## src/rtl/dbg_cmd_pkg.sv

```systemverilog
// Shared constants and command layout for the debug command decoder.
// Assumes a 5-bit select space of 32 codes; encodings are fixed by the
// command format and are not parameters.
package dbg_cmd_pkg;
    localparam int SEL_W = 5;
    localparam int NSEL  = 1 << SEL_W;

    localparam logic [SEL_W-1:0] SEL_STATUS = 5'h00;
    localparam logic [SEL_W-1:0] SEL_PDB    = 5'h0A;
    localparam logic [SEL_W-1:0] SEL_TRACE  = 5'h0D;
    localparam logic [SEL_W-1:0] SEL_NONE   = 5'h1F;

    // Codes that name a register: 0,1,2,5,6,9..13,15..18
    localparam logic [NSEL-1:0] DEFINED_MASK = 32'h0007_BE67;

    typedef struct packed {
        logic             rd;
        logic             go;
        logic             ex;
        logic [SEL_W-1:0] sel;
    } cmd_t;
endpackage

```

## src/rtl/dbg_cmd_decode.sv

```systemverilog
// Command decoder: turns command/update strobes into one-hot register
// strobes and GO/EX requests. Assumes cmd_valid and upd_valid are single
// cycle pulses; a command in the same cycle as an update wins.
module dbg_cmd_decode
    import dbg_cmd_pkg::*;
(
    input  logic            clk,
    input  logic            rst_n,
    input  logic            cmd_valid,
    input  logic [7:0]      cmd_word,
    input  logic            upd_valid,
    output logic [NSEL-1:0] rd_stb,
    output logic [NSEL-1:0] wr_stb,
    output logic            go_step,
    output logic            go_resume
);
    cmd_t             cmd;
    logic             defined;
    logic             pend_q;
    logic             pend_go_q;
    logic             pend_ex_q;
    logic [SEL_W-1:0] pend_sel_q;
    logic             upd_fire;
    logic             go_cmd;
    logic             go_upd;

    assign cmd      = cmd_t'(cmd_word);
    assign defined  = DEFINED_MASK[cmd.sel];
    assign upd_fire = upd_valid && pend_q && !cmd_valid;
    assign go_cmd   = cmd_valid && cmd.go && (cmd.sel == SEL_NONE);
    assign go_upd   = upd_fire && pend_go_q;

    // Track a write command waiting for its data update
    always_ff @(posedge clk) begin
        if (!rst_n) begin
            pend_q     <= 1'b0;
            pend_go_q  <= 1'b0;
            pend_ex_q  <= 1'b0;
            pend_sel_q <= '0;
        end else if (cmd_valid) begin
            pend_q     <= !cmd.rd && defined;
            pend_go_q  <= cmd.go && !cmd.rd && (cmd.sel == SEL_PDB);
            pend_ex_q  <= cmd.ex;
            pend_sel_q <= cmd.sel;
        end else if (upd_valid) begin
            pend_q <= 1'b0;
        end
    end

    // One-hot read and write strobes
    always_comb begin
        rd_stb = '0;
        wr_stb = '0;
        if (cmd_valid && cmd.rd && defined) rd_stb[cmd.sel] = 1'b1;
        if (upd_fire) wr_stb[pend_sel_q] = 1'b1;
    end

    // GO/EX resolution
    always_comb begin
        go_step   = 1'b0;
        go_resume = 1'b0;
        if (go_cmd) begin
            go_step   = !cmd.ex;
            go_resume = cmd.ex;
        end else if (go_upd) begin
            go_step   = !pend_ex_q;
            go_resume = pend_ex_q;
        end
    end
endmodule

```

## src/rtl/dbg_status_reg.sv

```systemverilog
// Status/control word: two writable control bits, three entry-cause flags
// that clear on leaving debug mode, and a live core state field.
// Assumes cause inputs are pulses; a set beats a clear in the same cycle.
module dbg_status_reg #(
    parameter int DATA_W = 24
) (
    input  logic              clk,
    input  logic              rst_n,
    input  logic              wr_en,
    input  logic [1:0]        wr_ctl,
    input  logic              core_debug,
    input  logic              core_wait_stop,
    input  logic              core_bus_wait,
    input  logic              sw_dbg_hit,
    input  logic              bkpt_hit,
    input  logic              trace_hit,
    output logic              tme,
    output logic              ime,
    output logic [DATA_W-1:0] sts_word
);
    localparam int PAD_W = DATA_W - 8;

    logic       dbg_q;
    logic       leaving;
    logic [2:0] cause_q;
    logic [2:0] cause_set;
    logic [1:0] os;

    assign leaving   = dbg_q && !core_debug;
    assign cause_set = {trace_hit, bkpt_hit, sw_dbg_hit};

    // Control bits and debug-mode history
    always_ff @(posedge clk) begin
        if (!rst_n) begin
            tme   <= 1'b0;
            ime   <= 1'b0;
            dbg_q <= 1'b0;
        end else begin
            dbg_q <= core_debug;
            if (wr_en) {ime, tme} <= wr_ctl;
        end
    end

    // Cause flags: set per cause, cleared together on exit
    always_ff @(posedge clk) begin
        if (!rst_n)       cause_q <= '0;
        else if (leaving) cause_q <= cause_set;
        else              cause_q <= cause_q | cause_set;
    end

    // Core state with debug > wait/stop > bus wait priority
    always_comb begin
        if (core_debug)          os = 2'b11;
        else if (core_wait_stop) os = 2'b01;
        else if (core_bus_wait)  os = 2'b10;
        else                     os = 2'b00;
    end

    assign sts_word = {{PAD_W{1'b0}}, os, 1'b0, cause_q, ime, tme};
endmodule

```

## src/rtl/dbg_trace_ctr.sv

```systemverilog
// Instruction-step trace counter. Decrements per executed, non-aborted
// instruction while tracing; an execution at zero raises a registered
// debug or interrupt request. A write in the same cycle wins.
module dbg_trace_ctr #(
    parameter int TRC_W = 16
) (
    input  logic             clk,
    input  logic             rst_n,
    input  logic             wr_en,
    input  logic [TRC_W-1:0] wr_val,
    input  logic             tme,
    input  logic             ime,
    input  logic             core_exec,
    input  logic             core_abort,
    output logic [TRC_W-1:0] cnt,
    output logic             hit_dbg,
    output logic             trace_dbg_req,
    output logic             trace_irq_req
);
    logic run;
    logic hit;

    assign run     = core_exec && !core_abort && tme;
    assign hit     = run && (cnt == '0);
    assign hit_dbg = hit && !ime;

    // Counter load and step
    always_ff @(posedge clk) begin
        if (!rst_n)                   cnt <= '0;
        else if (wr_en)               cnt <= wr_val;
        else if (run && cnt != '0)    cnt <= cnt - 1'b1;
    end

    // Registered expiry requests
    always_ff @(posedge clk) begin
        if (!rst_n) begin
            trace_dbg_req <= 1'b0;
            trace_irq_req <= 1'b0;
        end else begin
            trace_dbg_req <= hit && !ime;
            trace_irq_req <= hit && ime;
        end
    end
endmodule

```

## src/rtl/dbg_cmd_ctrl.sv

```systemverilog
// Top of the debug command decoder: joins the decoder, status word and
// trace counter, and registers read results. External registers answer
// their rd_stb combinationally on ext_rd_data in the same cycle.
module dbg_cmd_ctrl
    import dbg_cmd_pkg::*;
#(
    parameter int DATA_W = 24,
    parameter int TRC_W  = 16
) (
    input  logic              clk,
    input  logic              rst_n,
    input  logic              cmd_valid,
    input  logic [7:0]        cmd_word,
    input  logic              upd_valid,
    input  logic [DATA_W-1:0] upd_data,
    input  logic [DATA_W-1:0] ext_rd_data,
    output logic [NSEL-1:0]   rd_stb,
    output logic [NSEL-1:0]   wr_stb,
    output logic [DATA_W-1:0] rd_data,
    output logic              go_step,
    output logic              go_resume,
    input  logic              core_debug,
    input  logic              core_wait_stop,
    input  logic              core_bus_wait,
    input  logic              core_exec,
    input  logic              core_abort,
    input  logic              sw_dbg_hit,
    input  logic              bkpt_hit,
    output logic              trace_dbg_req,
    output logic              trace_irq_req
);
    localparam int CNT_PAD = DATA_W - TRC_W;

    cmd_t               cmd;
    logic               tme;
    logic               ime;
    logic               hit_dbg;
    logic [TRC_W-1:0]   trc_cnt;
    logic [DATA_W-1:0]  sts_word;
    logic [DATA_W-1:0]  rd_mux;

    assign cmd = cmd_t'(cmd_word);

    dbg_cmd_decode u_dec (
        .clk       (clk),
        .rst_n     (rst_n),
        .cmd_valid (cmd_valid),
        .cmd_word  (cmd_word),
        .upd_valid (upd_valid),
        .rd_stb    (rd_stb),
        .wr_stb    (wr_stb),
        .go_step   (go_step),
        .go_resume (go_resume)
    );

    dbg_status_reg #(.DATA_W(DATA_W)) u_sts (
        .clk            (clk),
        .rst_n          (rst_n),
        .wr_en          (wr_stb[SEL_STATUS]),
        .wr_ctl         (upd_data[1:0]),
        .core_debug     (core_debug),
        .core_wait_stop (core_wait_stop),
        .core_bus_wait  (core_bus_wait),
        .sw_dbg_hit     (sw_dbg_hit),
        .bkpt_hit       (bkpt_hit),
        .trace_hit      (hit_dbg),
        .tme            (tme),
        .ime            (ime),
        .sts_word       (sts_word)
    );

    dbg_trace_ctr #(.TRC_W(TRC_W)) u_trc (
        .clk           (clk),
        .rst_n         (rst_n),
        .wr_en         (wr_stb[SEL_TRACE]),
        .wr_val        (upd_data[TRC_W-1:0]),
        .tme           (tme),
        .ime           (ime),
        .core_exec     (core_exec),
        .core_abort    (core_abort),
        .cnt           (trc_cnt),
        .hit_dbg       (hit_dbg),
        .trace_dbg_req (trace_dbg_req),
        .trace_irq_req (trace_irq_req)
    );

    // Select the read source for the current command
    always_comb begin
        if (cmd.sel == SEL_STATUS)      rd_mux = sts_word;
        else if (cmd.sel == SEL_TRACE)  rd_mux = {{CNT_PAD{1'b0}}, trc_cnt};
        else if (DEFINED_MASK[cmd.sel]) rd_mux = ext_rd_data;
        else                            rd_mux = '0;
    end

    // Capture read data at the end of a read command
    always_ff @(posedge clk) begin
        if (!rst_n)                    rd_data <= '0;
        else if (cmd_valid && cmd.rd)  rd_data <= rd_mux;
    end
endmodule

```

## config.mk

```make
export PLATFORM = sky130hd
export DESIGN_NAME = dbg_cmd_ctrl
export DESIGN_NICKNAME = d
export VERILOG_FILES = /design/src/rtl/dbg_cmd_pkg.sv /design/src/rtl/dbg_cmd_decode.sv /design/src/rtl/dbg_status_reg.sv /design/src/rtl/dbg_trace_ctr.sv /design/src/rtl/dbg_cmd_ctrl.sv
export SDC_FILE = /design/constraint.sdc
export NUM_CORES = 1
export LEC_CHECK = 0
export ABC_AREA = 1
export CORE_UTILIZATION = 40
export DETAILED_ROUTE_END_ITERATION = 7
export DONT_BUFFER_PORTS = 1
export PLACE_DENSITY_LB_ADDON = 0.1
export SLEW_MARGIN = 10
export SYNTH_ARGS = -nofsm -noshare
export SYNTH_HDL_FRONTEND = slang
export SYNTH_SLANG_ARGS = --single-unit
```

## constraint.sdc

```tcl
create_clock -name clk -period 1.9 [get_ports clk]
set_input_delay 0.19 -clock clk [delete_from_list [all_inputs] [get_ports clk]]
set_output_delay 0.19 -clock clk [all_outputs]
set_load 0.02 [all_outputs]
```

==> results by group, run 1 <==
Placement
  – Placed wire-length estimate after detailed placement: around 8200 microns
  – Final RePlAce weighted congestion: 0.806
  – PortBufs: 0
  – Placed cell count: 744

STA
  – Final setup violating endpoints: 0
  – Setup skew after layout: around 0.015 ns
  – Number of failing hold endpoints at the final stage: 0
  – Unrepaired setup endpoints after global routing: true
  – Headroom to the max-slew limit: 0.522
  – Final slew viol count: 0
  – Worst Hold Slack: 0.0205 ns
  – Setup Total Neg Slack: 0 ns
  – Post-route fraction of the period consumed by the critical path: 0.969
  – Max frequency: 0.543 GHz
  – Transition time at the pin with the least slew margin: roughly 0.7 ns
  – Post-layout minimum cycle time: between 1.5 and 2 ns

Setup path
  – Critical path launch point type: register
  – Register-to-register path setup slack: 0.16 ns
  – Max incr delay on CP: roughly 0.42 ns
  – Worst path required time: between 1.5 and 2 ns
  – Arrival time at the worst endpoint: between 1.5 and 2 ns
  – Crit path cell chain: nand2_1 -> nor2_4 -> nand3_1 -> nor2_1
  – Worst-path fanout max: 8
  – Standard cell with the maximum stage delay on the critical path: sky130_fd_sc_hd__nor2_1
  – Type of destination of the critical path: output port
  – Worst setup path class: reg -> out

Floorplanning
  – Placeable Area: between 0.009 and 0.01 sq mm
  – Cell Rows: 35
  – Die Span X: 99.9 microns
  – Floorplan die area: approximately 0.01 sq mm
  – Effective utilization at floorplan: 0.415
  – I/O pin count: roughly 160
  – Vertical extent of the die: between 90 and 100 microns

Power
  – Power density cells: between 500 and 600 mW/mm^2
  – Clock network power share: 0.315
  – Power consumption: about 2200 uW
  – Part of the power in combinational logic: 0.126
  – Part of the total power dissipated in sequential elements: 0.559
  – Peak supply drop: approximately 0.29 mV
  – Internal power: approximately 1600 uW
  – Static Leakage: between 0.0015 and 0.002 uW
  – Sw power: 677 uW
  – Switching power share of the total: 0.302

Logic synthesis
  – Flop and latch count out of synthesis: 56
  – Register area share after synthesis: 0.293
  – Top post-synthesis cells by area: sky130_fd_sc_hd__dfxtp_1, sky130_fd_sc_hd__nand2_1, sky130_fd_sc_hd__nor2_1
  – Number of enable flip-flop cells after synthesis: 0
  – Mean area per synthesized cell: around 6.4 sq um
  – Main flop type after synthesis: sky130_fd_sc_hd__dfxtp_1
  – Library cell occupying the most area in the post-synthesis netlist: sky130_fd_sc_hd__dfxtp_1
  – Post-synthesis cell area: 0.00383 sq mm
  – Share of the synthesized area in the top cell type: 0.293
  – Post-Syn Instances: ~600
  – Number of library cell types mapped by synthesis: 35
  – Ys Warns: 0
  – Ys async rst share: 0

Global route
  – Wire length of the first global-routing pass: 16900 microns
  – Number of antenna violations at the first check in global routing: 0
  – Number of global-route vias before repair: around 3.5k
  – Global Route Usage Sum: 0.213
  – Grt ovf: 0
  – Pin count of the biggest net entering global routing: 20

Run
  – Max-capacitance violation count: 0

Drt
  – Number of detailed-routing iterations run before antenna repair: 4
  – # DRC: 0
  – Initial detailed-routing violation count: roughly 150
  – Average wire per cell in the routed design: 14.1 microns
  – Antenna violation net count after detailed routing: 0
  – Vias per Instance: 5.01
  – Vias: about 3.8k
  – Drt total wl: about 11000 microns

Worst hold path
  – Class of the most critical hold timing path: in -> reg

Clock tree
  – H-Tree Depth: 2
  – Reg clk slew, reported paths: between 0.1 and 0.15 ns
  – Maximum clock insertion buffer count: 2
  – Sink Count: 56
  – TritonCTS clock tree: yes
  – TritonCTS buffer count: 5
  – Insertion delay to the later sink of the worst-skew pair: between 0.3 and 0.4 ns
  – Total setup buffers inserted after CTS: 0
  – Buffer cell driving the clock tree root: sky130_fd_sc_hd__clkbuf_8

Layout
  – Filler-free cell count of the finished design: 761
  – Proportion of layout cells with a drive suffix above 1: 0.141
  – Final core utilization: 0.460
  – Filler cell count: approximately 1000
  – Post-layout nets: between 700 and 800
  – Growth of design area from synthesis to finish: 10.9%
  – Diode insertion count for antenna repair: 0

Outcome
  – Run status: completed
[power groups by stage]
stage          registers (uW)  clock network (uW)  logic (uW)
3_5_place_dp             1280                   0         258
4_1_cts                  1260                 739         280
5_1_grt                  1260                 778         319
6_report                 1250                 706         283
3_3_place_gp             1280                   0         255
2_1_floorplan            1270                   0         250
[flip-flops by register name (all words and copies together) (netlist names)]
name,flops
u_dec.pend_ex_q,1
u_dec.pend_sel_q,5
u_sts.dbg_q,1
u_trc.trace_dbg_req,1
u_sts.tme,1
u_dec.pend_q,1
u_sts.cause_q,3
rd_data,24
u_sts.ime,1
u_trc.trace_irq_req,1
u_trc.cnt,16
u_dec.pend_go_q,1
[area by class of cell]
class	instances	area [sq um]	area share
clock buffer	5	68.8	0.0162
clock inverter	3	26.3	0.00618
inverter	69	267	0.0627
multi-input combinational	453	2240	0.527
sequential	56	1120	0.264
tap	129	161	0.0380
timing repair buffer	46	368	0.0865
[cell usage after synthesis (7+ instances only)]
library cell / count
sky130_fd_sc_hd__nand3b_1: 8
sky130_fd_sc_hd__buf_4: 17
sky130_fd_sc_hd__nand3_1: 43
sky130_fd_sc_hd__o21ai_0: 28
sky130_fd_sc_hd__nor2_1: 115
sky130_fd_sc_hd__ha_1: 7
sky130_fd_sc_hd__a21oi_1: 48
sky130_fd_sc_hd__buf_6: 8
sky130_fd_sc_hd__dfxtp_1: 56
sky130_fd_sc_hd__clkbuf_1: 7
sky130_fd_sc_hd__nand4_1: 13
sky130_fd_sc_hd__inv_1: 59
sky130_fd_sc_hd__inv_2: 7
sky130_fd_sc_hd__nand2_1: 127
[worst max-delay path, delay by kind of cell, from the launching register on]
| kind | cells | cell delay (ns) |
|---|---|---|
| flip-flops | 1 | 0.38 |
| AND/OR/NAND/NOR | 4 | 0.96 |
[what timing repair did]
action	in CTS	in global routing
hold endpoints to repair	22	1
hold buffers	8	1
endpoints found under the setup margin	0	12
resized for setup	0	4
[per-layer routing]
metal / up-vias / wire, microns / track usage
met2: 138 / 5050 / 0.371
li1: 1953 / - / -
met5: - / 0 / 0
met3: 5 / 837 / 0.0487
met4: 0 / 36 / 0.0271
met1: 1719 / 4800 / 0.274
[stage by stage]
step / worst slack [ns] / instance area (sq um)
global placement: 0.190 / 4060
detailed placement: 0.155 / 4060
floorplan: 0.249 / 3880
finish: 0.0593 / 4250
global route: -0.0548 / 4250
CTS: 0.0489 / 4230
[final timing paths]
check,startpoint,end,depth (start not counted)
worst max-delay path,u_dec.pend_q,wr_stb[27],4
worst min-delay path,ext_rd_data[21],rd_data[21],2
worst max register to register,u_trc.cnt[1],u_trc.cnt[14],10
worst min register to register,u_sts.cause_q[2],u_sts.cause_q[2],2
[layout by cell type, fill, tap and decap left out, drive strengths merged]
master	Yosys	layout
a21oi	49	49
a31oi	1	1
buf	28	37
clkbuf	7	5
clkinv	1	2
clkinvlp	0	2
conb	1	13
dfxtp	56	56
dlygate4sd3	0	9
ha	7	7
inv	68	68
nand2	136	136
nand3	47	47
nand3b	9	9
nand4	14	14
nor2	125	125
nor3	6	6
o21ai	39	39
o21bai	1	1
xnor2	3	3
xor2	3	3
[cell families after synthesis]
group                    after synthesis  synth area share
buffers and inverters                104             0.137
AND/OR/NAND/NOR                      337             0.409
other                                  1          0.000979
XOR/XNOR                               6            0.0137
AO/OA/AOI/OAI                         90             0.124
flip-flops                            56             0.293
adder cells (fa/ha/maj)                7            0.0229
Power figures use the tool's default switching activity.
==> inputs of run 2 (changes only) <==
Settings changed: CORE_MARGIN from default to 2, RECOVER_POWER from default to 50, SLEW_MARGIN 10 to 20.
==> results by group, run 2 (synthesis results as in run 1) <==
Outcome
  – Run status: completed

Setup path
  – Worst-path fanout max: 8 (unchanged)
  – Worst path required time: 1.71 ns (about the same)
  – Critical path launch point type: register
  – Arrival time at the worst endpoint: 1.64 ns (about the same)
  – Type of destination of the critical path: output port
  – Worst setup path class: reg -> out

STA
  – Unrepaired setup endpoints after global routing: true
  – Setup skew after layout: 0.0162 ns (+0.00163 ns)
  – Setup Total Neg Slack: 0 ns (unchanged)
  – Worst Hold Slack: 0.0133 ns (-0.00720 ns)
  – Max frequency: 0.547 GHz (+0.70%)
  – Number of failing hold endpoints at the final stage: 0 (unchanged)
  – Final setup violating endpoints: 0 (unchanged)
  – Post-route fraction of the period consumed by the critical path: 0.962 (-0.00671)
  – Final slew viol count: 0 (unchanged)
  – Headroom to the max-slew limit: 0.597 (+0.0750)
  – Post-layout minimum cycle time: 1.83 ns (-0.0127 ns)
  – Transition time at the pin with the least slew margin: 0.604 ns (-0.111 ns)

Layout
  – Reg with most FFs: rd_data
  – Commonest non-fill, non-tap cell in the layout: sky130_fd_sc_hd__nand2_1
  – Growth of design area from synthesis to finish: 10.5%
  – Largest registers: rd_data (24), u_trc.cnt (16), u_dec.pend_sel_q (5)
  – Filler cell count: 1018 (+2.1%)
  – Max reg flops: 24 (unchanged)
  – Post-layout nets: 708 (+0.43%)
  – Diode insertion count for antenna repair: 0 (unchanged)
  – Highest-count cells in the layout ignoring fill and taps: sky130_fd_sc_hd__nand2_1, sky130_fd_sc_hd__nor2_1, sky130_fd_sc_hd__inv_1
  – Proportion of layout cells with a drive suffix above 1: 0.131 (-0.0101)

Floorplanning
  – Vertical extent of the die: 102 microns (+2.0%)
  – Placeable Area: 0.00928 sq mm (+0.47%)
  – Effective utilization at floorplan: 0.413 (-0.00196)
  – Die Span X: 102 microns (+2.0%)
  – I/O pin count: 159 (unchanged)
  – Floorplan die area: 0.0104 sq mm (+4.0%)
  – Cell Rows: 35 (unchanged)

Clock tree
  – TritonCTS clock tree: yes
  – Buffer cell driving the clock tree root: sky130_fd_sc_hd__clkbuf_8
  – Maximum clock insertion buffer count: 2 (unchanged)
  – Total setup buffers inserted after CTS: 0 (unchanged)
  – Reg clk slew, reported paths: 0.11 ns (about the same)
  – TritonCTS buffer count: 5 (unchanged)
  – Sink Count: 56 (unchanged)
  – H-Tree Depth: 2 (unchanged)
  – Insertion delay to the later sink of the worst-skew pair: 0.32 ns (about the same)

Worst hold path
  – Class of the most critical hold timing path: in -> reg

Drt
  – Initial detailed-routing violation count: 121 (-19%)
  – Antenna violation net count after detailed routing: 0 (unchanged)
  – Vias: 3777 (-1.0%)
  – Average wire per cell in the routed design: 14.5 microns (+2.7%)
  – Drt total wl: 11000 microns (+3.1%)
  – Vias per Instance: 4.94 (-1.4%)
  – Number of detailed-routing iterations run before antenna repair: 4 (unchanged)
  – # DRC: 0 (unchanged)

Global route
  – Wire length of the first global-routing pass: 17000 microns (+0.69%)
  – Pin count of the biggest net entering global routing: 20 (unchanged)
  – Number of global-route vias before repair: 3472 (-0.40%)
  – Grt ovf: 0 (unchanged)
  – Number of antenna violations at the first check in global routing: 0 (unchanged)
  – Global Route Usage Sum: 0.206 (-0.00672)

Placement
  – Final RePlAce weighted congestion: 0.886 (+10%)
  – PortBufs: 0 (unchanged)
  – Placed wire-length estimate after detailed placement: 8420 microns (+3.1%)

Power
  – Internal power: 1570 uW (about the same)
  – Part of the total power dissipated in sequential elements: 0.560 (about the same)
  – Part of the power in combinational logic: 0.123 (-0.003)
  – Clock network power share: 0.316 (about the same)
  – Peak supply drop: 0.307 mV (+5.9%)
  – Switching power share of the total: 0.301 (-0.000982)
  – Sw power: 674 uW (-0.50%)
  – Static Leakage: 0.00191 uW (-0.60%)
  – Power density cells: 529 mW/mm^2 (+0.21%)

Run
  – Max-capacitance violation count: 0 (unchanged)
## run 2: path summary, 6_finish.rpt
| path | startpoint | endpoint | slack (ns) | cells past startpoint |
|---|---|---|---|---|
| hold / removal | rst_n | u_dec.pend_sel_q[4] | 0.01 | 2 |
| setup reg to reg | u_trc.cnt[0] | u_trc.cnt[1] | 0.22 | 11 |
| hold reg to reg | u_sts.ime | u_trc.trace_dbg_req | 0.48 | 1 |
| setup / recovery | u_dec.pend_q | wr_stb[31] | 0.07 | 4 |
## run 2: final cells by class
type                       instances  area (sq um)  area share
multi-input combinational        453          2200       0.520
sequential                        56          1120       0.265
timing repair buffer              49           390      0.0922
inverter                          69           263      0.0621
tap                              129           161      0.0381
clock buffer                       5          68.8      0.0163
clock inverter                     3          26.3     0.00621
## run 2: power by group through the flow
stage / Clock (uW) / Combinational (uW) / Sequential [uW]
6_report: 708 / 276 / 1250
5_1_grt: 777 / 312 / 1260
4_1_cts: 734 / 282 / 1260
3_5_place_dp: 0 / 261 / 1280
3_3_place_gp: 0 / 257 / 1280
2_1_floorplan: 0 / 250 / 1270
## run 2: what timing repair did
| item | in CTS | in global routing |
|---|---|---|
| hold buffers | 8 | 1 |
| endpoints found under the hold margin | 15 | 1 |
| resized for setup | 0 | 3 |
| endpoints found under the setup margin | 0 | 20 |
## run 2: worst max-delay path, cell delays in order (launching register included)
cell and delay, ns:
sky130_fd_sc_hd__dfxtp_1 0.39, sky130_fd_sc_hd__nand2_1 0.10, sky130_fd_sc_hd__nor2_4 0.15, sky130_fd_sc_hd__nand3_1 0.28, sky130_fd_sc_hd__nor2_1 0.41
## run 2: through the flow
| stage | power, uW | cells | utilization | cell area (sq um) | worst slack [ns] |
|---|---|---|---|---|---|
| final | 2240 | 764 | 0.456 | 4230 | 0.0720 |
| after floorplan | 1520 | 613 | - | 3880 | 0.249 |
| after detailed placement | 1540 | 747 | 0.439 | 4080 | 0.163 |
| after global placement | 1540 | 747 | 0.439 | 4080 | 0.182 |
| after CTS | 2270 | 763 | 0.458 | 4250 | 0.0548 |
| after global routing | 2350 | 764 | 0.456 | 4230 | -0.0523 |
## run 2: metal layers
metal | up-vias | part of all wire | GRT usage
li1 | 1947 | - | -
met1 | 1696 | 0.46 | 0.279
met2 | 132 | 0.47 | 0.350
met3 | 2 | 0.068 | 0.0438
met4 | 0 | 0.0016 | 0.0236
met5 | - | 0 | 0
==> inputs of run 3 (changes only) <==
Settings changed: HOLD_SLACK_MARGIN from default to 0.15, MAX_ROUTING_LAYER from default to met4.
==> results by group, run 3 (synthesis results as in run 1) <==
Power
  – Static Leakage: 0.00210 uW (+10%)
  – Peak supply drop: 0.305 mV (-0.68%)
  – Internal power: 1620 uW (+3.7%)
  – Switching power share of the total: 0.299 (-0.00238)
  – Clock network power share: 0.307 (-0.009)
  – Power density cells: 495 mW/mm^2 (-6.3%)
  – Power consumption: 2310 uW (+3.3%)
  – Sw power: 691 uW (+2.5%)
  – Part of the power in combinational logic: 0.151 (+0.028)
  – Part of the total power dissipated in sequential elements: 0.542 (-0.018)

STA
  – Number of failing hold endpoints at the final stage: 0 (unchanged)
  – Setup skew after layout: 0.0168 ns (+0.000614 ns)
  – Final slew viol count: 0 (unchanged)
  – Max frequency: 0.540 GHz (-1.3%)
  – Unrepaired setup endpoints after global routing: true
  – Post-route fraction of the period consumed by the critical path: 0.974 (+0.0122)
  – Slack of the critical path: 0.0488 ns (-0.0233 ns)
  – Final setup violating endpoints: 0 (unchanged)
  – Transition time at the pin with the least slew margin: 0.632 ns (+0.0279 ns)
  – Post-layout minimum cycle time: 1.85 ns (+0.0233 ns)
  – Headroom to the max-slew limit: 0.577 (-0.0196)

Clock tree
  – Buffer cell driving the clock tree root: sky130_fd_sc_hd__clkbuf_8
  – H-Tree Depth: 2 (unchanged)
  – TritonCTS clock tree: yes
  – Insertion delay to the later sink of the worst-skew pair: 0.32 ns (about the same)
  – Sink Count: 56 (unchanged)
  – TritonCTS buffer count: 5 (unchanged)
  – Reg clk slew, reported paths: 0.12 ns (about the same)
  – Total setup buffers inserted after CTS: 0 (unchanged)
  – Maximum clock insertion buffer count: 2 (unchanged)

Layout
  – Max reg flops: 24 (unchanged)
  – Final core utilization: 0.503 (+0.0470)
  – Diode insertion count for antenna repair: 0 (unchanged)
  – Largest registers: rd_data (24), u_trc.cnt (16), u_dec.pend_sel_q (5)
  – Highest-count cells in the layout ignoring fill and taps: sky130_fd_sc_hd__nand2_1, sky130_fd_sc_hd__nor2_1, sky130_fd_sc_hd__inv_1
  – Proportion of layout cells with a drive suffix above 1: 0.127 (-0.00387)
  – Reg with most FFs: rd_data
  – Commonest non-fill, non-tap cell in the layout: sky130_fd_sc_hd__nand2_1
  – Filler-free cell count of the finished design: 807 (+5.6%)
  – Growth of design area from synthesis to finish: 21.9%
  – Post-layout nets: 751 (+6.1%)

Drt
  – Initial detailed-routing violation count: 137 (+13%)
  – Vias: 3929 (+4.0%)
  – Drt total wl: 11300 microns (+2.6%)
  – Antenna violation net count after detailed routing: 0 (unchanged)
  – Number of detailed-routing iterations run before antenna repair: 4 (unchanged)
  – Average wire per cell in the routed design: 14.1 microns (-2.8%)
  – # DRC: 0 (unchanged)
  – Vias per Instance: 4.87 (-1.5%)

Global route
  – Grt ovf: 0 (unchanged)
  – Global Route Usage Sum: 0.220 (+0.0135)
  – Number of antenna violations at the first check in global routing: 0 (unchanged)
  – Wire length of the first global-routing pass: 17800 microns (+4.3%)
  – Number of global-route vias before repair: 3676 (+5.9%)
  – Pin count of the biggest net entering global routing: 20 (unchanged)

Setup path
  – Arrival time at the worst endpoint: 2.11 ns (+0.47 ns)
  – Critical path launch point type: input port
  – Worst path required time: 2.16 ns (+0.45 ns)
  – Worst setup path class: in -> reg
  – Type of destination of the critical path: register
  – Worst reg-to-reg path cell count: 11 (unchanged)
  – Worst-path fanout max: 3 (-5)

Placement
  – Placement Setup Slack: 0.163 ns (unchanged)
  – PortBufs: 0 (unchanged)
  – Placed cell count: 747 (unchanged)
  – Final RePlAce weighted congestion: 0.900 (+1.7%)
  – Placed wire-length estimate after detailed placement: 8420 microns (unchanged)

Floorplanning
  – Placeable Area: 0.00928 sq mm (unchanged)
  – Effective utilization at floorplan: 0.413 (unchanged)
  – Vertical extent of the die: 102 microns (unchanged)
  – Floorplan die area: 0.0104 sq mm (unchanged)
  – Die Span X: 102 microns (unchanged)
  – I/O pin count: 159 (unchanged)
  – Cell Rows: 35 (unchanged)

Worst hold path
  – Hold depth: 4 (+2)
  – Class of the most critical hold timing path: in -> reg

Run
  – Max-capacitance violation count: 0 (unchanged)

Outcome
  – Run status: completed
-- run 3: stage by stage --
step                instance area, sq um  TNS, ns  hold slack (ns)
floorplan                           3880        0            0.283
global placement                    4080        0            0.283
detailed placement                  4080        0            0.285
CTS                                 4690        0            0.160
global route                        4670   -0.618            0.201
finish                              4670        0            0.172
-- run 3: cell type report --
cell class,count,area (sq um)
flip-flops and latches,56,1120
inverters,69,263
repair buffers,92,821
multi-input cells,453,2210
fillers,984,4610
well taps,129,161
clock inverters,3,26.3
clock buffers,5,68.8
-- run 3: repair_timing --
action / 4_1_cts / 5_1_grt
endpoints found under the setup margin: 0 / 21
resized for setup: 0 / 4
hold endpoints to repair: 49 / 0
hold buffers: 52 / 0
-- run 3: path summary, 6_finish.rpt --
path | start | end | slack, ns
worst min-delay path | core_debug | u_sts.cause_q[2] | 0.17
worst min register to register | u_sts.cause_q[2] | u_sts.cause_q[2] | 0.49
worst max-delay path | upd_valid | u_dec.pend_q | 0.05
worst max register to register | u_trc.cnt[0] | u_trc.cnt[1] | 0.20
-- run 3: critical path: stages --
cell and delay, ns:
sky130_fd_sc_hd__dlygate4sd3_1 0.55, sky130_fd_sc_hd__nor2_1 0.09, sky130_fd_sc_hd__dlygate4sd3_1 0.55, sky130_fd_sc_hd__nand2_1 0.06, sky130_fd_sc_hd__a21oi_2 0.12, sky130_fd_sc_hd__dlygate4sd3_1 0.54
-- run 3: power by group through the flow --
| stage | clock network, uW | logic, uW | registers [uW] |
|---|---|---|---|
| after CTS | 734 | 353 | 1260 |
| after global routing | 782 | 389 | 1260 |
| after detailed placement | 0 | 261 | 1280 |
| final | 710 | 348 | 1260 |
| after global placement | 0 | 257 | 1280 |
| after floorplan | 0 | 250 | 1270 |
-- run 3: metal layers --
metal	track usage	share of wire
met5	-	0
met4	0.0236	0.0022
met3	0.0342	0.057
met2	0.368	0.48
met1	0.290	0.46
